$ cat src/rtl/dep_issue_pkg.sv
// Shared constants and helpers for the issue controller.
// Assumes slot codes at or above NUM_SLOTS mean "no tracking".
package dep_issue_pkg;
    localparam int NUM_SLOTS = 6;
    localparam int SLOT_W    = 3;
    localparam int STALL_W   = 4;
    localparam logic [SLOT_W-1:0] SLOT_NONE = 3'd7;

    // Turn a slot code into a one-hot claim vector; out-of-range codes give zero.
    function automatic logic [NUM_SLOTS-1:0] slot_decode(input logic [SLOT_W-1:0] code);
        logic [NUM_SLOTS-1:0] v;
        v = '0;
        for (int i = 0; i < NUM_SLOTS; i++) begin
            if (code == SLOT_W'(i)) v[i] = 1'b1;
        end
        return v;
    endfunction
endpackage

$ cat src/rtl/hold_timer.sv
// Hold-count timer for the presented instruction.
// It starts counting in the first cycle an instruction is valid and reports
// expiry exactly STALL cycles later. It re-arms after each issue.
// Assumes the instruction stays valid and stable until it is accepted.
module hold_timer #(
    parameter int STALL_W = 4
) (
    input  logic               clk,
    input  logic               rst_n,
    input  logic               present,
    input  logic               issue,
    input  logic [STALL_W-1:0] stall_val,
    output logic               expired
);
    logic               armed;
    logic [STALL_W-1:0] remain;

    // Expired when armed and at zero, or not yet armed with a zero hold.
    always_comb begin
        expired = armed ? (remain == '0) : (stall_val == '0);
    end

    // Arm on first presentation, count down, disarm on issue.
    always_ff @(posedge clk) begin
        if (!rst_n) begin
            armed  <= 1'b0;
            remain <= '0;
        end else if (issue) begin
            armed  <= 1'b0;
            remain <= '0;
        end else if (!armed) begin
            if (present && stall_val != '0) begin
                armed  <= 1'b1;
                remain <= stall_val - 1'b1;
            end
        end else if (remain != '0) begin
            remain <= remain - 1'b1;
        end
    end
endmodule

$ cat src/rtl/slot_board.sv
// Busy flags for the dependency slots.
// Each slot is set by a claim from an issuing instruction and cleared by its
// completion pulse. A claim beats a clear that arrives in the same cycle.
// It also reports whether any claimed slot was already busy.
module slot_board #(
    parameter int NUM_SLOTS = 6,
    parameter int SLOT_W    = 3
) (
    input  logic                 clk,
    input  logic                 rst_n,
    input  logic                 claim_en,
    input  logic [SLOT_W-1:0]    wr_code,
    input  logic [SLOT_W-1:0]    rd_code,
    input  logic [NUM_SLOTS-1:0] cpl,
    output logic [NUM_SLOTS-1:0] busy,
    output logic                 claim_hit
);
    logic [NUM_SLOTS-1:0] claim_vec;

    // Merge both claim fields into one vector, gated by issue.
    always_comb begin
        claim_vec = claim_en ? (dep_issue_pkg::slot_decode(wr_code) |
                                dep_issue_pkg::slot_decode(rd_code)) : '0;
        claim_hit = |(claim_vec & busy);
    end

    for (genvar s = 0; s < NUM_SLOTS; s++) begin : g_slot
        // Per-slot flag: a claim wins, otherwise a completion clears it.
        always_ff @(posedge clk) begin
            if (!rst_n)            busy[s] <= 1'b0;
            else if (claim_vec[s]) busy[s] <= 1'b1;
            else if (cpl[s])       busy[s] <= 1'b0;
        end
    end
endmodule

$ cat src/rtl/dep_issue_gate.sv
// Issue controller for one warp.
// It holds the presented instruction until its hold count expires and every
// slot in its wait set is clear, then accepts it through valid/ready. It
// records the instruction's slot claims and emits one-cycle yield and claim
// error pulses. Assumes completion pulses come from the execution side.
module dep_issue_gate
    import dep_issue_pkg::*;
#(
    parameter int NSLOT  = NUM_SLOTS,
    parameter int SW     = SLOT_W,
    parameter int HOLD_W = STALL_W
) (
    input  logic              clk,
    input  logic              rst_n,
    input  logic              in_valid,
    output logic              in_ready,
    input  logic [HOLD_W-1:0] in_stall,
    input  logic [SW-1:0]     in_wr_slot,
    input  logic [SW-1:0]     in_rd_slot,
    input  logic [NSLOT-1:0]  in_wait_mask,
    input  logic              in_yield,
    input  logic [NSLOT-1:0]  cpl_pulse,
    output logic [NSLOT-1:0]  slot_busy,
    output logic              yield_req,
    output logic              claim_err
);
    logic hold_done;
    logic deps_clear;
    logic issue;
    logic hit;

    hold_timer #(.STALL_W(HOLD_W)) u_timer (
        .clk       (clk),
        .rst_n     (rst_n),
        .present   (in_valid),
        .issue     (issue),
        .stall_val (in_stall),
        .expired   (hold_done)
    );

    slot_board #(.NUM_SLOTS(NSLOT), .SLOT_W(SW)) u_board (
        .clk       (clk),
        .rst_n     (rst_n),
        .claim_en  (issue),
        .wr_code   (in_wr_slot),
        .rd_code   (in_rd_slot),
        .cpl       (cpl_pulse),
        .busy      (slot_busy),
        .claim_hit (hit)
    );

    // Ready when the hold has expired and no waited-on slot is busy.
    always_comb begin
        deps_clear = (in_wait_mask & slot_busy) == '0;
        in_ready   = hold_done && deps_clear;
        issue      = in_valid && in_ready;
    end

    // One-cycle pulses that follow an issue.
    always_ff @(posedge clk) begin
        if (!rst_n) begin
            yield_req <= 1'b0;
            claim_err <= 1'b0;
        end else begin
            yield_req <= issue && in_yield;
            claim_err <= issue && hit;
        end
    end
endmodule

$ cat config.mk
export PLATFORM = sky130hd
export DESIGN_NAME = dep_issue_gate
export DESIGN_NICKNAME = d
export VERILOG_FILES = /design/src/rtl/dep_issue_pkg.sv /design/src/rtl/hold_timer.sv /design/src/rtl/slot_board.sv /design/src/rtl/dep_issue_gate.sv
export SDC_FILE = /design/constraint.sdc
export NUM_CORES = 1
export LEC_CHECK = 0
export ABC_AREA = 1
export BUFFER_PORTS_ARGS = -buffer_cell sky130_fd_sc_hd__buf_2
export CELL_PAD_IN_SITES_DETAIL_PLACEMENT = 1
export CELL_PAD_IN_SITES_GLOBAL_PLACEMENT = 1
export CORE_ASPECT_RATIO = 0.75
export CORE_UTILIZATION = 31
export CTS_CLUSTER_DIAMETER = 200
export DETAILED_ROUTE_END_ITERATION = 6
export PLACE_DENSITY_LB_ADDON = 0.08
export SKIP_LAST_GASP = 1
export SLEW_MARGIN = 20
export SYNTH_ARGS = -nofsm -noshare
export SYNTH_HDL_FRONTEND = slang
export SYNTH_SLANG_ARGS = --single-unit
$ cat constraint.sdc
create_clock -name clk -period 1.4 [get_ports clk]
set_input_delay 0.14 -clock clk [delete_from_list [all_inputs] [get_ports clk]]
set_output_delay 0.14 -clock clk [all_outputs]
set_load 0.005 [all_outputs]
# After elaboration in Yosys (flattened, before gate mapping)
# Cells that the tools add are included.
# W data, S select, Z words.
word_totals:
  reg_bits: 13
  input_bits: 26
  wordCells: 80
classes:
  n_addsub: 2
  eq_ne: 11
  n_mux: 31
  bitwise: 4
  n_reduce_logical: 22
ops:
  columns: ["cell", "count"]
  rows:
  - ["$mux W1", 27]
  - ["$reduce_bool A2 Y1", 7]
  - ["$and A6 B6 Y6", 2]
  - ["$eq A3 B2 Y1 const B", 4]
  - ["$eq A3 B3 Y1 const B", 4]
  - ["$mux W4", 3]
  - ["$logic_not A4 Y1", 2]
  - ["$reduce_bool A4 Y1", 2]
  - ["$sub A4 B1 Y4 const B", 2]
  - ["$eq A3 B1 Y1 const B", 2]
  - ["$logic_not A3 Y1", 2]
  - ["$logic_not A6 Y1", 1]
  - ["$mux W6", 1]
  - ["$or A6 B6 Y6", 1]
  - ["$reduce_or A6 Y1", 1]
  - ["$logic_and A1 B1 Y1", 5]
  - ["$ne A2 B2 Y1 const B", 1]
  - ["$reduce_and A2 Y1", 1]
  - ["$reduce_or A2 Y1", 1]
  - ["$not A1 Y1", 1]

# Logic depth before layout (Yosys ltp)
# Gate-level depths: netlist of the first run.
logic_depth:
  depth_word: 8
  depth_mapped: 9

# Cells and area by module
# Synthesis of the first run repeated with hierarchy kept, for this count alone.
hier_totals:
  cells_unflattened: 152
  hier_area_um2: 925.9
by_module_without_submodules:
  columns: ["module", "n_inst", "cells_each", "area_each_um2"]
  rows:
  - ["hold_timer", 1, 63, 412.9]
  - ["slot_board", 1, 68, 386.6]
  - ["dep_issue_gate", 1, 21, 126.4]

# Worst setup path after synthesis of the first run
# No wires, ideal clock.
synth_path:
  path_kind: "register to register"
  start: "reg u_timer.armed"
  end: "reg u_timer.remain[1]"
  setup_time_ns: 0.070
  arrival_time_ns: 1.133
  required_time_ns: 1.330
  setup_slack_ns: 0.197
  stages_incl_launch_ff: 7
  n_path_buf: 1
  period_less_slack_ns: 1.203
  path_cell_list: "dfxtp_1 buf_4 mux2i_1 ha_1 inv_1 nand2_1 a21oi_1"
synth_between:
  elab_chain_cells: 4
  word_cells_on_any_way: 8
synth_rtl:
  columns: ["item", "line", "text"]
  rows:
  - ["start, declared", "hold_timer.sv:15", "logic armed;"]
  - ["start signal, assigned", "hold_timer.sv:26", "armed <= 1'b0;"]
  - ["start signal, assigned", "hold_timer.sv:29", "armed <= 1'b0;"]
  - ["start signal, assigned", "hold_timer.sv:33", "armed <= 1'b1;"]
  - ["$mux W1", "hold_timer.sv:20", "expired = armed ? (remain == '0) : (stall_val == '0);"]
  - ["$logic_and A1 B1 Y1", "dep_issue_gate.sv:55", "in_ready = hold_done && deps_clear;"]
  - ["$logic_and A1 B1 Y1", "dep_issue_gate.sv:56", "issue = in_valid && in_ready;"]
  - ["$reduce_or A2 Y1 (no line)", null, null]
  - ["end signal, assigned", "hold_timer.sv:34", "remain <= stall_val - 1'b1;"]
  - ["end signal, assigned", "hold_timer.sv:37", "remain <= remain - 1'b1;"]
  - ["end, declared", "hold_timer.sv:16", "logic [STALL_W-1:0] remain;"]
# Parallel ways exist; a longest one is shown, timed or not.
# A chain may end at the register's enable or synchronous reset.

# Worst setup path after layout of the first run
layout_path:
  start: "reg u_timer.armed"
  end: "out in_ready"
layout_between:
  elab_chain_cells: 2
layout_rtl:
  columns: ["item", "line", "text"]
  rows:
  - ["$mux W1", "hold_timer.sv:20", null]
  - ["$logic_and A1 B1 Y1", "dep_issue_gate.sv:55", null]
  - ["end, declared", "dep_issue_gate.sv:16", "output logic in_ready,"]
# Every way passes these cells.

==> metrics.cfg, run 1 <==
[power]
power.density_nw_per_um2 = 850
power_leakage_uw = 0.000583
p_total_uw = 946
peakVddDrop_v = 0.000375

[worst_setup_path]
r2r-end = u_timer.armed
worstSetupEndpoint = in_ready
critPathTopFamily = flip-flops
startpoint_type = register
crit_chain = inv_2 > nand2_1 > nand2_2 > nor2_8 > buf_2
r2r_slack_ns = 0.06
worstSetupStartpoint = u_timer.armed
crit_buf_inv = 2
cp.depth = 5
max_stage_delay_ns = 0.45
r2r_cells = 8
cpMaxStageDelayCell = dfxtp_2
critPathRequiredTime_ns = 1.26
critPathKind = reg -> out
r2r_start = u_timer.armed
path_max_fanout = 7
arrival_ns = 1.23
endpoint_kind = output port

[detailed_routing]
first_iter_violations = 36
drc_errors = 0
routedWlPerCell_um = 12.7
finalWirelength_mm = 2.53
detail-route-antenna-nets = 0
num_vias = 947
via_per_inst = 4.76
drt-pass1-iter-count = 4

[sta]
period_minus_slack_ns = 1.37
fmax_mhz = 732
skew_ns = 0.00370
setup_viol = 0
rsz0062_at_grt = yes
slew-limit-headroom_pct = 75.7
drv_slew = 0
final_hold_viol_count = 0
whs_ns = 0.0770
tightest_slew_ns = 0.361
period_share_pct = 97.6

[floorplanning]
dieArea_um2 = 2840
die_w_um = 61.2
start_util_pct = 34.2
die_height_um = 46.4
io_pins = 35
row_count = 15
fp.coreArea_um2 = 2380

[cts]
clockBufferDepth = 2
clockRootBuffer = clkbuf_4
cts.htree.levels = 1
numCtsBuffers = 3
cts.sink_count = 13
clk_latency_ns = 0.28
clkSlewWorstSetupHoldPaths_ns = 0.08
cts_hold_buf = 0
cts_tree = built

[global_routing]
grt_pass1_wl_mm = 4.01
grt_max_degree = 10
grt_antenna_before_repair = 0
grt_pass1_vias = 903
track_usage_pct = 20.3
overflow = 0

[synthesis]
synth_top_cell_area_share_pct = 32.0
async_flop_share_pct = 0
synth_ff_type = dfxtp_1
ys_warn_count = 0
synthesis.area_um2 = 815
synthDistinctLibCells = 23
synth_most_common_cell = nand2_1
synth_area_leaders = dfxtp_1, nand2_1, inv_1
synth_top_area_cell = dfxtp_1
synth-edff-count = 0
yosysSeqAreaShare_pct = 32.0
syn_nets = 150
synthCells = 123
ys_ff_latch = 13
synth_common_cells = nand2_1, inv_1, dfxtp_1
syn_area_per_cell_um2 = 6.62

[finish]
insertedDiodeCount = 0
drive_above_1_share_pct = 39.4
fin_nets = 193
syn_to_final_growth_pct = 36.7
post-route-util_pct = 46.7
fin_cells = 199

[place]
port_buffers = 34
placedCellCount = 190
place.detailed.hpwl_mm = 2.05
place_congestion = 0.760

[outcome]
status = finished clean

[min_path]
hold_class = in -> reg

[run]
cap_violations = 0

==> layer usage <==
metal	share of wire (%)	GRT usage, %	vias to the layer above
li1	-	-	482
met1	50	26.3	440
met2	44	32.6	23
met3	5.6	7.02	2
met4	0.40	4.09	0
met5	0	0	-
==> area by class of cell <==
cell class / instances / area, µm²
Multi-Input combinational cell: 89 / 479
Timing Repair Buffer: 40 / 219
Inverter: 19 / 73.8
Tap cell: 34 / 42.5
Fill cell: 341 / 1270
Clock buffer: 4 / 26.3
Sequential cell: 13 / 273
==> power breakdown <==
group          internal (µW)  switching [µW]
clock                    111             124
sequential               398            27.3
combinational            125             161
==> sequential cells by signal (all words and copies together), names as in the netlist <==
name,count
claim_err,1
u_timer.armed,1
u_board.busy,6
u_timer.remain,4
yield_req,1
==> metrics by stage <==
step                      setup TNS, ns  setup slack, ns  cell area (µm²)
after floorplan                       0            0.197              815
after global placement                0           0.0660             1020
after detailed placement       -0.00631         -0.00631             1020
final                                 0           0.0343             1110
after global routing             -0.394          -0.0562             1110
after CTS                             0           0.0105             1070
==> placed cells by master, fill, tap and decap left out, types with 2 or more instances in the layout <==
cell type,n
nand2_1,37
buf_2,34
inv_1,17
dfxtp_2,10
nor2_1,8
a21oi_1,8
nand3_1,6
nand4_1,6
buf_4,5
o22ai_1,4
mux2i_1,3
a21oi_2,3
dfxtp_1,3
clkbuf_4,3
nand2_2,2
nand2_4,2
o211ai_1,2
o21ai_0,2
==> cell families after synthesis <==
| logic type | synth area share (%) |
|---|---|
| flip-flops | 32.0 |
| multiplexers | 3.69 |
| adder cells (fa/ha/maj) | 1.54 |
| AND/OR/NAND/NOR | 37.0 |
| buffers and inverters | 10.4 |
| XOR/XNOR | 1.08 |
| AO/OA/AOI/OAI | 14.3 |
==> worst min-delay path by stage <==
stage / cells after the start / endpoint / slack (ns) / from
after CTS: 3 / yield_req / 0.07 / in_yield
after global placement: 3 / yield_req / 0.38 / in_yield
after floorplan: 2 / yield_req / 0.25 / in_yield
after detailed placement: 3 / yield_req / 0.38 / in_yield
after global routing: 3 / yield_req / 0.07 / in_yield
final: 3 / yield_req / 0.08 / in_yield
==> tightest hold or removal path, delay by kind of cell <==
family,cells,cell delay (ns)
buffers and inverters,2,0.15
AND/OR/NAND/NOR,1,0.04
==> what timing repair did <==
| action | in CTS | in global routing |
|---|---|---|
| endpoints found under the setup margin | 2 | 13 |
| setup buffers | 2 | 3 |
| gates resized for setup | 2 | 13 |
| pin swaps | 1 | 1 |
Note: power is estimated with default switching activity, not from simulation.
==> inputs of run 2 (changes only) <==
--- a/config.mk
+++ b/config.mk
@@ -10,7 +10,7 @@
 export CELL_PAD_IN_SITES_DETAIL_PLACEMENT = 1
 export CELL_PAD_IN_SITES_GLOBAL_PLACEMENT = 1
 export CORE_ASPECT_RATIO = 0.75
-export CORE_UTILIZATION = 31
+export CORE_UTILIZATION = 33
 export CTS_CLUSTER_DIAMETER = 200
 export DETAILED_ROUTE_END_ITERATION = 6
 export PLACE_DENSITY_LB_ADDON = 0.08
==> constraint.sdc (replaced) <==
create_clock -name clk -period 1.7 [get_ports clk]
set_input_delay 0.17 -clock clk [delete_from_list [all_inputs] [get_ports clk]]
set_output_delay 0.17 -clock clk [all_outputs]
set_load 0.005 [all_outputs]
==> run 2 against run 1 <==
Net effect:
- critical path depth stayed put
- clock power is 15% lower
- register-to-register slack better by 0.20 ns
- worst setup slack gained 0.13 ns
- via count is 2.0% lower
- critical path type unchanged
==> metrics.cfg, run 2 (synthesis gave the netlist of run 1 again) <==
[outcome]
status = finished clean

[finish]
final_cell_mix = nand2_1, buf_2, inv_1, dfxtp_1, a21oi_1
syn_to_final_growth_pct = 27.8
fin_cells = 193
multiInputGateArea_um2 = 469
fin_nets = 187
top_register = u_board.busy
largest_reg_flops = 6
n_fill_cell = 333
insertedDiodeCount = 0
drive_above_1_share_pct = 28.9
seq_area_um2 = 260
layout.cells.most_common = nand2_1
design_area_um2 = 1040
reg_top3 = u_board.busy (6), u_timer.remain (4)

[worst_setup_path]
arrival_ns = 1.37
r2r_cells = 5
critPathKind = reg -> out
path_max_fanout = 8
r2r_slack_ns = 0.26
r2r_start = u_timer.armed
startpoint_type = register
critPathRequiredTime_ns = 1.53
endpoint_kind = output port
r2r-end = u_timer.remain[1]

[cts]
clkSlewWorstSetupHoldPaths_ns = 0.09
cts.sink_count = 13
numCtsBuffers = 3
cts_hold_buf = 0
clockRootBuffer = clkbuf_4
post_cts_buffers = 0
cts_tree = built
post_cts_resized = 0
clk_latency_ns = 0.28
cts.htree.levels = 1
clockBufferDepth = 2

[min_path]
hold_end = yield_req
hold_class = in -> reg
min_path_cells = 3
hp-start = in_yield

[sta]
rsz0062_at_grt = no
period_share_pct = 90.6
fmax_mhz = 649
whs_ns = 0.0908
tightest_slew_ns = 0.340
layout_setup_ws_ns = 0.159
skew_ns = 0.00479
final_hold_viol_count = 0
period_minus_slack_ns = 1.54
slew-limit-headroom_pct = 77.3
finalSetupTns_ns = 0
setup_viol = 0
drv_slew = 0

[global_routing]
track_usage_pct = 19.4
overflow = 0
grt_pass1_wl_mm = 3.82
grt_antenna_before_repair = 0
grt_pass1_vias = 875
grt_max_degree = 10

[place]
placed_cell_area_um2 = 1010
place_congestion = 0.787
placedCellCount = 189
place.detailed.hpwl_mm = 1.96
dp_slack_ns = 0.319
port_buffers = 34

[detailed_routing]
routedWlPerCell_um = 11.9
finalWirelength_mm = 2.29
first_iter_violations = 20
via_per_inst = 4.81
num_vias = 928
drt-pass1-iter-count = 4
drc_errors = 0
detail-route-antenna-nets = 0

[floorplanning]
io_pins = 35
dieArea_um2 = 2670
fp.coreArea_um2 = 2310
start_util_pct = 35.3
die_height_um = 45.0
die_w_um = 59.4
row_count = 15

[power]
peakVddDrop_v = 0.000361
power.density_nw_per_um2 = 721
power_leakage_uw = 0.000548

[run]
cap_violations = 0

==> run 2: changes by cell type in the layout (fill, tap and decap cells not counted), moves of 2 or more <==
cell,previous run,this run
a21oi_1,8,10
a21oi_2,3,1
buf_4,5,0
dfxtp_1,3,13
dfxtp_2,10,0
==> run 2: stage by stage <==
step	total power [µW]	util [%]
after global placement	552	44.0
after floorplan	486	-
after global routing	800	45.1
after CTS	756	45.1
after detailed placement	560	44.0
final	751	45.1
==> run 2: cell type report <==
class                           instances  share of cell area, %
Inverter                               19                   6.97
Sequential cell                        13                   25.0
Multi-Input combinational cell         89                   45.1
Clock buffer                            4                   2.52
Tap cell                               34                   4.09
Timing Repair Buffer                   34                   16.3
==> run 2: worst max-delay path: stages (launching register included) <==
cell	delay (ns)
dfxtp_1	0.53
inv_2	0.08
nand2_1	0.09
nand2_2	0.09
nor2_8	0.16
buf_2	0.14
==> run 2: where the power goes <==
part           leakage [µW]  total, µW  internal [µW]  switching (µW)
registers          0.000106        346            324            21.4
clock network     0.0000150        199           91.1             108
logic              0.000427        206           82.7             123
==> run 2: worst max-delay path by stage <==
stage	startpoint	end	slack, ns	cells after the start
after floorplan	u_timer.armed	u_timer.remain[1]	0.50	6
after global placement	u_timer.armed	u_timer.remain[1]	0.37	5
after detailed placement	u_timer.armed	u_timer.remain[1]	0.32	5
after CTS	u_timer.armed	in_ready	0.16	5
after global routing	u_timer.armed	in_ready	0.07	5
final	u_timer.armed	in_ready	0.16	5
==> run 2: metal layers <==
layer | global-route usage, % | wire (µm)
met5 | 0 | 0
met4 | 2.86 | 13
met3 | 5.16 | 128
met2 | 31.5 | 989
met1 | 26.4 | 1160
==> inputs of run 3 (changes only) <==
--- a/config.mk
+++ b/config.mk
@@ -14,6 +14,7 @@
 export CTS_CLUSTER_DIAMETER = 200
 export DETAILED_ROUTE_END_ITERATION = 6
 export PLACE_DENSITY_LB_ADDON = 0.08
+export REMOVE_ABC_BUFFERS = 1
 export SKIP_LAST_GASP = 1
 export SLEW_MARGIN = 20
 export SYNTH_ARGS = -nofsm -noshare
==> run 3 against run 2 <==
Net effect:
- core utilization unchanged
- hold slack is essentially flat
- first-iteration DRC count down 60%
- die area unchanged
- via count down 0.75%
- sequential share of layout area unchanged
- clock power is 2% higher
- worst setup slack got worse by 0.0065 ns
- combinational power about the same
- sequential power about the same
==> metrics.cfg, run 3 (synthesis gave the netlist of run 1 again) <==
[place]
place.detailed.hpwl_mm = 2.01
port_buffers = 34
placed_cell_area_um2 = 1010
dp_slack_ns = 0.253
place_congestion = 0.799

[power]
power_leakage_uw = 0.000548
power.density_nw_per_um2 = 727
seqPwrFrac_pct = 45.7
combinationalPowerShare_pct = 27.4
peakVddDrop_v = 0.000327
clkPwrFrac_pct = 26.8
internal_power_uw = 498
p_sw_uw = 259
switching_share_pct = 34.2

[cts]
cts_tree = built
cts.htree.levels = 1
clk_latency_ns = 0.28
numCtsBuffers = 3
clkSlewWorstSetupHoldPaths_ns = 0.09
clockRootBuffer = clkbuf_4
clockBufferDepth = 2
cts_hold_buf = 0
post_cts_resized = 0
post_cts_buffers = 0
cts.sink_count = 13

[floorplanning]
die_w_um = 59.4
fp.coreArea_um2 = 2310
die_height_um = 45.0
io_pins = 35
start_util_pct = 35.3
row_count = 15
dieArea_um2 = 2670

[worst_setup_path]
endpoint_kind = output port
critPathKind = reg -> out
startpoint_type = register
critPathRequiredTime_ns = 1.53
arrival_ns = 1.38
path_max_fanout = 8
worstSetupStartpoint = u_timer.armed
r2r_slack_ns = 0.21
r2r_start = u_timer.armed

[finish]
reg_top3 = u_board.busy (6), u_timer.remain (4)
syn_to_final_growth_pct = 27.8
largest_reg_flops = 6
layout.cells.most_common = nand2_1
n_fill_cell = 330
design_area_um2 = 1040
drive_above_1_share_pct = 28.9
insertedDiodeCount = 0
final_cell_mix = nand2_1, buf_2, inv_1, dfxtp_1, a21oi_1
top_register = u_board.busy
fin_nets = 187

[global_routing]
overflow = 0
grt_antenna_before_repair = 0
track_usage_pct = 19.7
grt_pass1_vias = 889
grt_use_met1_pct = 26.9
use_met2_pct = 29.7
grt_max_degree = 10
grt_pass1_wl_mm = 3.83
busiest_layer = met2
use_met3_pct = 5.73

[sta]
final_hold_viol_count = 0
slew-limit-headroom_pct = 77.6
period_minus_slack_ns = 1.55
fmax_mhz = 646
setup_viol = 0
finalSetupTns_ns = 0
drv_slew = 0
layout_setup_ws_ns = 0.153
tightest_slew_ns = 0.336
period_share_pct = 91.0
skew_ns = 0.00119
rsz0062_at_grt = no

[min_path]
hold_class = in -> reg
hp-start = in_yield

[detailed_routing]
routedWlPerCell_um = 12.3
drc_errors = 0
detail-route-antenna-nets = 0
finalWirelength_mm = 2.37
drt-pass1-iter-count = 2
via_per_inst = 4.77
num_vias = 921
first_iter_violations = 8

[outcome]
status = finished clean

[run]
cap_violations = 0

-- run 3: routing by layer --
| layer | vias to the layer above | share of wire [%] |
|---|---|---|
| li1 | 475 | - |
| met2 | 25 | 43 |
| met3 | 4 | 5.0 |
| met5 | - | 0 |
| met4 | 0 | 0.97 |
| met1 | 417 | 51 |
-- run 3: critical path, cell delays in order (launching register included) --
cell,delay [ns]
dfxtp_1,0.53
inv_2,0.07
nand2_1,0.08
nand2_2,0.09
nor2_8,0.17
buf_2,0.15
-- run 3: cell type report --
| type | instances | area [µm²] | share of cell area, % |
|---|---|---|---|
| multi-input cells | 89 | 469 | 45.1 |
| flip-flops and latches | 13 | 260 | 25.0 |
| inverters | 19 | 72.6 | 6.97 |
| clock buffers | 4 | 26.3 | 2.52 |
| well taps | 34 | 42.5 | 4.09 |
| repair buffers | 34 | 170 | 16.3 |
-- run 3: power by group through the flow --
stage | Clock [µW] | Combinational [µW] | Sequential (µW)
floorplan | 0 | 132 | 347
global placement | 0 | 200 | 352
detailed placement | 0 | 207 | 353
CTS | 217 | 208 | 346
global route | 231 | 234 | 349
finish | 203 | 208 | 346
-- run 3: worst paths after layout --
check,cells after the start,to
hold reg to reg,2,u_board.busy[5]
setup / recovery,5,in_ready
setup reg to reg,4,u_timer.remain[2]
hold / removal,3,yield_req
-- run 3: per-stage QoR --
| step | utilization [%] | power (µW) | hold slack, ns | cells |
|---|---|---|---|---|
| global route | 45.1 | 814 | 0.0786 | 193 |
| floorplan | - | 479 | 0.282 | 121 |
| detailed placement | 44.0 | 560 | 0.395 | 189 |
| finish | 45.1 | 757 | 0.0910 | 193 |
| CTS | 45.1 | 771 | 0.0772 | 193 |
| global placement | 44.0 | 552 | 0.394 | 189 |
